[src/rtl/biphasic_seq.sv]
module biphasic_seq #(
  parameter int NCH    = 4,
  parameter int CODE_W = 4,
  parameter int DUR_W  = 16,
  parameter int DEAD_W = 3
) (
  input  logic                  clk,
  input  logic                  rst_n,
  input  logic [NCH-1:0]        ch_en,
  input  logic [NCH*CODE_W-1:0] amp_codes,
  input  logic [DUR_W-1:0]      cath_len,
  input  logic [DUR_W-1:0]      ipd_len,
  input  logic [DUR_W-1:0]      dis_len,
  input  logic [DUR_W-1:0]      gap_len,
  input  logic [DEAD_W-1:0]     dead_len,
  input  logic                  step_tick,
  input  logic                  hf_tick,
  output logic [NCH-1:0]        chg_a,
  output logic [NCH-1:0]        chg_b,
  output logic [NCH-1:0]        rst_a_n,
  output logic [NCH-1:0]        rst_b_n,
  output logic [NCH-1:0]        dump_n,
  output logic [CODE_W-1:0]     dac_code
);
  localparam int CH_W = (NCH > 1) ? $clog2(NCH) : 1;

  typedef enum logic [2:0] {ST_IDLE, ST_CATH, ST_IPD, ST_DIS, ST_GAP} st_t;

  st_t               st;
  logic [CH_W-1:0]   cur, nxt_ch;
  logic              any_en, start, phase_end;
  logic [DUR_W-1:0]  cnt, len_now;
  logic [DUR_W-1:0]  sh_cath, sh_ipd, sh_dis, sh_gap;
  logic [DEAD_W-1:0] sh_dead, dead_eff, dz;
  logic [CODE_W-1:0] sh_code;
  logic              br, osc, live;

  always_comb begin
    nxt_ch = cur;
    any_en = 1'b0;
    for (int k = 1; k <= NCH; k++) begin
      if (!any_en && ch_en[CH_W'((int'(cur) + k) % NCH)]) begin
        any_en = 1'b1;
        nxt_ch = CH_W'((int'(cur) + k) % NCH);
      end
    end
  end

  always_comb begin
    case (st)
      ST_CATH: len_now = sh_cath;
      ST_IPD:  len_now = sh_ipd;
      ST_DIS:  len_now = sh_dis;
      default: len_now = sh_gap;
    endcase
  end

  assign phase_end = step_tick && (({1'b0, cnt} + 1'b1) >= {1'b0, len_now});
  assign start     = any_en && (st == ST_IDLE || (st == ST_GAP && phase_end));
  assign dead_eff  = (sh_dead == '0) ? DEAD_W'(1) : sh_dead;
  assign live      = (st == ST_CATH) && (dz == '0);

  always_ff @(posedge clk or negedge rst_n) begin
    if (!rst_n) begin
      st      <= ST_IDLE;
      cur     <= CH_W'(NCH - 1);
      cnt     <= '0;
      sh_cath <= '0;
      sh_ipd  <= '0;
      sh_dis  <= '0;
      sh_gap  <= '0;
      sh_dead <= '0;
      sh_code <= '0;
      br      <= 1'b0;
      dz      <= '0;
      osc     <= 1'b0;
    end else if (start) begin
      st      <= ST_CATH;
      cur     <= nxt_ch;
      cnt     <= '0;
      sh_cath <= cath_len;
      sh_ipd  <= ipd_len;
      sh_dis  <= dis_len;
      sh_gap  <= gap_len;
      sh_dead <= dead_len;
      sh_code <= amp_codes[nxt_ch*CODE_W +: CODE_W];
      br      <= 1'b0;
      dz      <= '0;
    end else begin
      if (st != ST_IDLE) begin
        if (phase_end) begin
          cnt <= '0;
          case (st)
            ST_CATH: st <= ST_IPD;
            ST_IPD:  st <= ST_DIS;
            ST_DIS:  st <= ST_GAP;
            default: st <= ST_IDLE;
          endcase
        end else if (step_tick) begin
          cnt <= cnt + 1'b1;
        end
      end
      if (st == ST_CATH) begin
        if (dz != '0) dz <= dz - 1'b1;
        else if (hf_tick) begin
          br <= ~br;
          dz <= dead_eff;
        end
      end
      if (st == ST_IPD && phase_end) osc <= 1'b0;
      else if (st == ST_DIS && hf_tick) osc <= ~osc;
    end
  end

  for (genvar c = 0; c < NCH; c++) begin : g_ch
    logic sel;
    assign sel        = (st != ST_IDLE) && (cur == CH_W'(c));
    assign chg_a[c]   = sel && live && !br;
    assign chg_b[c]   = sel && live && br;
    assign rst_a_n[c] = !(sel && live && br);
    assign rst_b_n[c] = !(sel && live && !br);
    assign dump_n[c]  = sel && (st == ST_CATH || st == ST_IPD || (st == ST_DIS && osc));
  end

  assign dac_code = (st == ST_CATH) ? sh_code : '0;

  AST_DEAD_TO_B: assert property (@(posedge clk) disable iff (!rst_n)
    $rose(|chg_b) |-> !$past(|chg_a));
  AST_DEAD_TO_A: assert property (@(posedge clk) disable iff (!rst_n)
    $rose(|chg_a) |-> !$past(|chg_b));
  AST_ONE_CHANNEL: assert property (@(posedge clk) disable iff (!rst_n)
    $onehot0(chg_a | chg_b | ~rst_a_n | ~rst_b_n | dump_n));
  AST_DUMP_OPEN_WHILE_CHARGING: assert property (@(posedge clk) disable iff (!rst_n)
    ((chg_a | chg_b) & ~dump_n) == '0);
  AST_DAC_ONLY_WITH_DUMP_OPEN: assert property (@(posedge clk) disable iff (!rst_n)
    (dac_code != '0) |-> (|dump_n));
  AST_SHADOW_HOLD: assert property (@(posedge clk) disable iff (!rst_n)
    !start |=> $stable(sh_code) && $stable(sh_cath));
endmodule

[config.mk]
export PLATFORM = sky130hd
export DESIGN_NAME = biphasic_seq
export DESIGN_NICKNAME = d
export VERILOG_FILES = /design/src/rtl/biphasic_seq.sv
export SDC_FILE = /design/constraint.sdc
export NUM_CORES = 1
export LEC_CHECK = 0
export ABC_CLOCK_PERIOD_IN_PS = 3620
export CAP_MARGIN = 10
export CELL_PAD_IN_SITES_DETAIL_PLACEMENT = 1
export CELL_PAD_IN_SITES_GLOBAL_PLACEMENT = 2
export CORE_MARGIN = 2
export CORE_UTILIZATION = 29
export CTS_CLUSTER_SIZE = 20
export DETAILED_ROUTE_END_ITERATION = 6
export PLACE_DENSITY_LB_ADDON = 0.1
export SLEW_MARGIN = 20
export SYNTH_ARGS = -nofsm -noshare
export SYNTH_HDL_FRONTEND = slang
export SYNTH_SLANG_ARGS = --single-unit
[constraint.sdc]
create_clock -name clk -period 3.62 [get_ports clk]
set_clock_uncertainty 0.1 [all_clocks]
set_input_delay 0.362 -clock clk [delete_from_list [all_inputs] [get_ports clk]]
set_output_delay 0.362 -clock clk [all_outputs]
set_load 0.02 [all_outputs]
==> impl_summary.txt, run 1 <==
----------------------------------------------------
[Status]
  Result of the run ... finished, final reports clean

[Place]
  Area of placed instances ... 7030 um^2
  Count of input and output buffers ... 114
  Number of placed instances, taps included ... 876
  RePlAce Congestion ... 0.745
  Post-DP HPWL ... 11800 um

[Detailed routing]
  Post-DR vias/cell ... 4.90
  Avg WL per Cell ... 17.5 um
  Remaining antenna violation count after routing ... 0
  Vias after detailed routing ... 4386
  First-pass detailed-route iteration total ... 4
  Wire length after detailed routing ... 15600 um
  Residual DRC count ... 0
  Initial detailed-routing violation count ... 175

[Global routing]
  Total GRT Usage ... 0.161
  Pin count of the biggest net entering global routing ... 71
  Number of antenna violations at the first check in global routing ... 0
  Global-route wire length before repair ... 25100 um
  Number of global-route vias before repair ... 4709
  GR Overflow Total ... 0

[Power and ir drop]
  Clock power frac ... 0.217
  Net Switching ... 0.00174 W
  Switching portion of total power ... 0.352
  Sequential cell fraction of total power ... 0.376
  IR Drop Worst-Case VDD ... 0.247 mV
  Power per cell area ... 663 nW/um^2
  Static power due to leakage ... 3.30 nW
  Combinational Power Share ... 0.408
  Internal power component ... 0.00320 W

[Logic synthesis]
  Number of instances in the synthesized netlist ... 531
  Asr flop ratio synth ... 1.00
  Top area cells in the synthesized netlist ... sky130_fd_sc_hd__dfrtp_1 43%, sky130_fd_sc_hd__mux2_2 15%, sky130_fd_sc_hd__ha_1 5.2%
  Largest area contributor in the netlist ... sky130_fd_sc_hd__dfrtp_1
  Area share of the largest cell type after synthesis ... 0.433
  Net count of the mapped netlist ... 645
  Number of warning messages in the yosys log ... 0
  Number of distinct library cell variants in the gate-level netlist after synthesis ... 47
  Sequential-to-total area share from yosys stat ... 0.443
  Cell Area, Synth ... 5490 um^2
  Most instantiated flip-flop cell in the synthesis netlist ... sky130_fd_sc_hd__dfrtp_1
  Count of flip-flops with a built-in enable after synthesis ... 0
  Per-instance average area after synthesis ... 10.3 um^2
  Number of register bits inferred by synthesis ... 97

[Final layout]
  P&R area growth vs syn ... 35.6%
  Count of non-filler cells in the finished layout ... 895
  Layout cell share with drive strength beyond 1 ... 0.197
  Final Cell Area ... 7440 um^2
  Ant. Diodes ... 0
  Layout Nets ... 770
  Most frequent cells in the layout ... 113 x sky130_fd_sc_hd__clkdlybuf4s50_1, 94 x sky130_fd_sc_hd__dfrtp_1, 73 x sky130_fd_sc_hd__mux2_2
  Most frequent standard cell in the layout excluding fill and tap cells ... sky130_fd_sc_hd__clkdlybuf4s50_1

[Die]
  Boundary Pins ... 115
  Die Y-Extent ... 142 um
  Number of rows created at floorplan ... 50
  Die X ... 142 um
  Initial Utilization ... 0.294
  Core area ... 18600 um^2
  Total Die Area ... 20000 um^2

[Clock network]
  Clock Sink Count ... 97
  Later-pin clock latency in the skew report ... 0.36 ns
  Clock input transition at the sequential cells of the worst setup and hold paths ... 0.07 ns
  CTS buffer count ... 9
  Max clock buf depth ... 2
  H-Tree Depth ... 3
  Clock tree from TritonCTS ... yes
  Hold buffers post-CTS ... 0
  Clock root buffer ... sky130_fd_sc_hd__clkbuf_16

[Hold path]
  Worst hold-check path type ... input pin to asynchronous set/reset pin

[STA]
  Worst Tran Pin Value ... 0.959 ns
  Final setup violation count ... 0
  Tcrit/Tclk final ... 0.950
  Max-slew violations ... 0
  Final period demand of the worst path ... 3.44 ns
  Worst slew margin relative to its limit ... 0.360
  Highest clock rate ... 291 MHz
  Hold violation count in the final report ... 0

[Flow run]
  Max-capacitance violation count ... 0

[Critical path]
  Worst endpoint required time ... 3.76 ns
  Category of the most critical setup path ... flop to flop
  Max FO, Critical Path ... 28
  Data arrival at the endpoint of the critical path ... 3.58 ns
  Critical path capture point type ... flop
  Critical Path Source Type ... flop

----------------------------------------------------
[routing by layer]
metal	global-route usage	vias up	routed length (um)
met5	0	-	0
met4	0.0542	0	216
met3	0.0250	14	548
met2	0.253	76	7090
met1	0.228	2162	7760
li1	-	2134	-
[power groups by stage]
| stage | Combinational, W | Clock (W) | Sequential (W) |
|---|---|---|---|
| 2_1_floorplan | 0.00141 | 0 | 0.00177 |
| 3_3_place_gp | 0.00194 | 0 | 0.00186 |
| 3_5_place_dp | 0.00202 | 0 | 0.00188 |
| 4_1_cts | 0.00203 | 0.00111 | 0.00186 |
| 5_1_grt | 0.00225 | 0.00115 | 0.00194 |
| 6_report | 0.00201 | 0.00107 | 0.00186 |
[state kept, by name, indices dropped and copies added, names as in the netlist, 2 cells and up]
name,count
dz,3
sh_cath,16
sh_dis,16
cur,2
st,3
cnt,16
sh_ipd,16
sh_code,4
sh_gap,16
sh_dead,3
[critical path: stages, from the launching register on]
cell                       delay (ns)
sky130_fd_sc_hd__dfrtp_1         0.39
sky130_fd_sc_hd__ha_1            0.22
sky130_fd_sc_hd__nand4_1         0.19
sky130_fd_sc_hd__nor2_1          0.19
sky130_fd_sc_hd__xor2_1          0.30
sky130_fd_sc_hd__ha_1            0.24
sky130_fd_sc_hd__nand4_1         0.16
sky130_fd_sc_hd__nand2b_1        0.21
sky130_fd_sc_hd__a311o_1         0.43
sky130_fd_sc_hd__a21oi_4         0.19
sky130_fd_sc_hd__buf_12          0.15
sky130_fd_sc_hd__buf_12          0.19
sky130_fd_sc_hd__mux2_2          0.35
[final timing paths]
kind	startpoint	endpoint	slack, ns	cells after the start
worst max-delay path	cnt[1]	sh_dis[12]	0.18	12
worst min register to register	sh_code[1]	sh_code[1]	0.40	1
worst max register to register	cnt[1]	sh_dis[12]	0.18	12
worst min-delay path	rst_n	cnt[13]	0.03	1
max in group asynchronous	rst_n	sh_gap[14]	2.57	2
min in group clk	sh_code[1]	sh_code[1]	0.40	1
[repair_timing]
action                                  4_1_cts  5_1_grt
endpoints found under the setup margin        0       89
resized for setup                             0        7
setup buffers                                 0        2
endpoints found under the hold margin         0        0
[kinds of logic after synthesis]
kind of cell | count (synthesis) | share of synthesized area
multiplexers | 95 | 0.204
AO/OA/AOI/OAI | 88 | 0.104
XOR/XNOR | 12 | 0.0191
buffers and inverters | 44 | 0.0337
adder cells (fa/ha/maj) | 23 | 0.0524
flip-flops | 97 | 0.443
AND/OR/NAND/NOR | 172 | 0.144
[per-stage QoR]
step           hold WS [ns]  power, W  setup slack [ns]   util  setup TNS, ns
6_report             0.0326   0.00494             0.180  0.399              0
5_1_grt               0.112   0.00534          -0.00877  0.399        -0.0371
4_1_cts              0.0986   0.00500            0.0301  0.395              0
3_5_place_dp          0.388   0.00391            0.0530  0.377              0
3_3_place_gp          0.382   0.00380             0.172  0.377              0
2_1_floorplan       -0.0336   0.00318            0.0322      -              0
[area by class of cell]
| class | count | area (um^2) |
|---|---|---|
| Tap cell | 234 | 293 |
| Clock buffer | 9 | 225 |
| Inverter | 19 | 71.3 |
| Clock inverter | 7 | 98.8 |
| Multi-Input combinational cell | 390 | 2920 |
| Timing Repair Buffer | 139 | 1410 |
| Fill cell | 2079 | 11200 |
| Sequential cell | 97 | 2430 |
[cell usage after synthesis (2+ instances only)]
library cell / number
sky130_fd_sc_hd__a211o_1: 2
sky130_fd_sc_hd__or3_1: 2
sky130_fd_sc_hd__a22oi_1: 2
sky130_fd_sc_hd__a21oi_1: 33
sky130_fd_sc_hd__nand3_1: 10
sky130_fd_sc_hd__and2_1: 8
sky130_fd_sc_hd__buf_1: 3
sky130_fd_sc_hd__nand4_1: 8
sky130_fd_sc_hd__o221ai_1: 15
sky130_fd_sc_hd__mux2_2: 73
sky130_fd_sc_hd__nand2b_1: 14
sky130_fd_sc_hd__dfstp_2: 2
sky130_fd_sc_hd__dfrtp_1: 95
sky130_fd_sc_hd__a311oi_1: 2
sky130_fd_sc_hd__o22ai_1: 2
sky130_fd_sc_hd__inv_1: 19
sky130_fd_sc_hd__nor2_1: 47
sky130_fd_sc_hd__xnor2_1: 8
sky130_fd_sc_hd__or2_2: 2
sky130_fd_sc_hd__o21ai_0: 16
sky130_fd_sc_hd__and3_1: 4
sky130_fd_sc_hd__mux4_1: 4
sky130_fd_sc_hd__xor2_1: 4
sky130_fd_sc_hd__nand2_1: 63
sky130_fd_sc_hd__nor2b_1: 7
sky130_fd_sc_hd__ha_1: 23
sky130_fd_sc_hd__mux2i_1: 17
sky130_fd_sc_hd__clkbuf_1: 13
sky130_fd_sc_hd__buf_2: 7
sky130_fd_sc_hd__a21o_1: 7
sky130_fd_sc_hd__nor3_1: 3
Power figures use the tool's default switching activity.
==> run 2: changes to the inputs <==
--- a/config.mk
+++ b/config.mk
@@ -14,6 +14,7 @@
 export CTS_CLUSTER_SIZE = 20
 export DETAILED_ROUTE_END_ITERATION = 6
 export PLACE_DENSITY_LB_ADDON = 0.1
+export REMOVE_ABC_BUFFERS = 1
 export SLEW_MARGIN = 20
 export SYNTH_ARGS = -nofsm -noshare
 export SYNTH_HDL_FRONTEND = slang
==> run 2 against run 1 <==
Clock-buffer cell count grew 3. Setup slack gained 0.042 ns. Sequential share of layout area shrank 0.31 points. Global-route usage shrank 0.58 points. Wire length shrank 3.7%. Critical path type unchanged. Largest cell class unchanged.
==> impl_summary.txt, run 2 (synthesis results as in run 1) <==
----------------------------------------------------
[Critical path]
  Data arrival at the endpoint of the critical path ... 3.53 ns (-0.05 ns)
  Reg2Reg Depth ... 13 (+1)
  Crit path top cell by count ... sky130_fd_sc_hd__nand4_1
  Reg-to-reg startpoint ... cnt[0]
  Category of the most critical setup path ... flop to flop
  Critical path capture point type ... flop
  RR Endpoint ... sh_cath[12]
  Reg-to-reg slack, setup ... 0.22 ns (+0.04 ns)
  Max FO, Critical Path ... 26 (-7.1%)
  Critical path, cell by cell ... ha_2 > nand4_1 > buf_4 > nor2_2 > xor2_1 > ha_1 > nand4_1 > nand2b_1 > a311o_1 > a21oi_4 > buf_12 > buf_16 > mux2_2
  Worst endpoint required time ... 3.75 ns (about the same)
  Largest delay share family, worst path ... compound AO/OA/AOI/OAI gates
  Library cell contributing the largest single delay on the critical path ... sky130_fd_sc_hd__a311o_1
  Buffers & Inverters on Critical Path ... 3 (+1)
  Critical Path Source Type ... flop
  Maximum single-stage delay on the critical path ... 0.41 ns (-0.02 ns)

[Final layout]
  Most frequent cells in the layout ... 113 x sky130_fd_sc_hd__clkdlybuf4s50_1, 94 x sky130_fd_sc_hd__dfrtp_1, 73 x sky130_fd_sc_hd__mux2_2
  P&R area growth vs syn ... 36.9%
  Count of non-filler cells in the finished layout ... 901 (+0.67%)
  Most frequent standard cell in the layout excluding fill and tap cells ... sky130_fd_sc_hd__clkdlybuf4s50_1
  Layout Nets ... 777 (+0.91%)
  Utilization after layout ... 0.403 (+0.00382)
  Layout cell share with drive strength beyond 1 ... 0.202 (+0.00573)
  Ant. Diodes ... 0 (unchanged)

[Global routing]
  Number of antenna violations at the first check in global routing ... 0 (unchanged)
  GR Overflow Total ... 0 (unchanged)
  Global-route wire length before repair ... 24400 um (-2.9%)
  Number of global-route vias before repair ... 4744 (+0.74%)
  Total GRT Usage ... 0.155 (-0.00584)
  Pin count of the biggest net entering global routing ... 64 (-9.9%)

[Hold path]
  Worst hold-check path type ... input pin to asynchronous set/reset pin

[STA]
  RSZ-0062 raised after global routing ... no
  Hold violation count in the final report ... 0 (unchanged)
  Max-slew violations ... 0 (unchanged)
  Final setup violation count ... 0 (unchanged)
  Highest clock rate ... 294 MHz (+1.2%)
  Worst slew margin relative to its limit ... 0.435 (+0.0749)
  Worst Tran Pin Value ... 0.847 ns (-0.112 ns)
  Tcrit/Tclk final ... 0.938 (-0.0117)
  Final period demand of the worst path ... 3.40 ns (-0.0422 ns)

[Die]
  Core area ... 18600 um^2 (unchanged)
  Die Y-Extent ... 142 um (unchanged)
  Initial Utilization ... 0.294 (unchanged)
  Die X ... 142 um (unchanged)
  Total Die Area ... 20000 um^2 (unchanged)
  Boundary Pins ... 115 (unchanged)
  Number of rows created at floorplan ... 50 (unchanged)

[Detailed routing]
  Initial detailed-routing violation count ... 113 (-35%)
  Avg WL per Cell ... 16.7 um (-4.4%)
  Vias after detailed routing ... 4385 (-0.023%)
  First-pass detailed-route iteration total ... 4 (unchanged)
  Wire length after detailed routing ... 15000 um (-3.7%)
  Post-DR vias/cell ... 4.87 (-0.69%)
  Remaining antenna violation count after routing ... 0 (unchanged)
  Residual DRC count ... 0 (unchanged)

[Clock network]
  Max clock buf depth ... 2 (unchanged)
  H-Tree Depth ... 3 (unchanged)
  Later-pin clock latency in the skew report ... 0.35 ns (about the same)
  Clock tree from TritonCTS ... yes
  Clock input transition at the sequential cells of the worst setup and hold paths ... 0.06 ns (about the same)
  Clock root buffer ... sky130_fd_sc_hd__clkbuf_16
  Clock Sink Count ... 97 (unchanged)
  CTS buffer count ... 9 (unchanged)

[Flow run]
  Max-capacitance violation count ... 0 (unchanged)

[Power and ir drop]
  Static power due to leakage ... 3.35 nW (+1.3%)
  IR Drop Worst-Case VDD ... 0.268 mV (+8.3%)
  Power per cell area ... 651 nW/um^2 (-1.9%)

[Place]
  Post-DP HPWL ... 11100 um (-5.9%)
  Count of input and output buffers ... 114 (unchanged)
  RePlAce Congestion ... 0.815 (+9.4%)
  Number of placed instances, taps included ... 881 (+0.57%)

[Status]
  Result of the run ... finished, final reports clean

----------------------------------------------------
## run 2: stage by stage
step / power [W] / setup WS (ns) / setup TNS [ns] / hold slack (ns) / area, um^2
floorplan: 0.00315 / -1.99 / -151.72 / -0.0336 / 5380
global placement: 0.00381 / 0.186 / 0 / 0.381 / 7100
detailed placement: 0.00391 / 0.0434 / 0 / 0.391 / 7100
CTS: 0.00497 / 0.0190 / 0 / 0.0410 / 7410
global route: 0.00529 / 0.00659 / 0 / 0.0868 / 7510
finish: 0.00489 / 0.223 / 0 / 0.0236 / 7510
## run 2: how the worst max path moves through the flow
stage / to / cells past startpoint / slack [ns] / startpoint
2_1_floorplan: sh_cath[0] / 9 / -1.99 / st[1]
3_3_place_gp: sh_cath[2] / 13 / 0.19 / cnt[0]
3_5_place_dp: sh_dis[13] / 13 / 0.04 / cnt[0]
4_1_cts: sh_dis[1] / 13 / 0.02 / cnt[0]
5_1_grt: sh_code[1] / 13 / 0.007 / st[2]
6_report: sh_cath[12] / 13 / 0.22 / cnt[0]
## run 2: repair_timing
action | 4_1_cts | 5_1_grt
resized for setup | 0 | 9
endpoints found under the setup margin | 0 | 90
hold buffers | 0 | 0
buffers inserted | 0 | 4
## run 2: where the power goes
| part | leakage [nW] | internal (W) | switching [W] | total (W) |
|---|---|---|---|---|
| clock network | 0.153 | 0.000620 | 0.000401 | 0.00102 |
| logic | 1.99 | 0.00108 | 0.000936 | 0.00202 |
| registers | 1.20 | 0.00155 | 0.000302 | 0.00185 |
| total | 3.35 | 0.00325 | 0.00164 | 0.00489 |
## run 2: cell type report
cell class	instances	area, um^2
clock buffer	12	246
clock inverter	3	65.1
fill	2066	11100
inverter	19	71.3
multi-input combinational	390	2910
sequential	97	2430
tap	234	293
timing repair buffer	146	1500
## run 2: per-layer routing
metal / GRT usage / part of all wire
met2: 0.275 / 0.50
met5: 0 / 0
met3: 0.0219 / 0.034
met1: 0.194 / 0.45
met4: 0.0521 / 0.015
==> run 3: changes to the inputs <==
--- a/config.mk
+++ b/config.mk
@@ -19,3 +19,4 @@
 export SYNTH_ARGS = -nofsm -noshare
 export SYNTH_HDL_FRONTEND = slang
 export SYNTH_SLANG_ARGS = --single-unit
+export TNS_END_PERCENT = 50
==> results of run 3 <==
Final layout, timing and power as in run 2 (identical DEF).
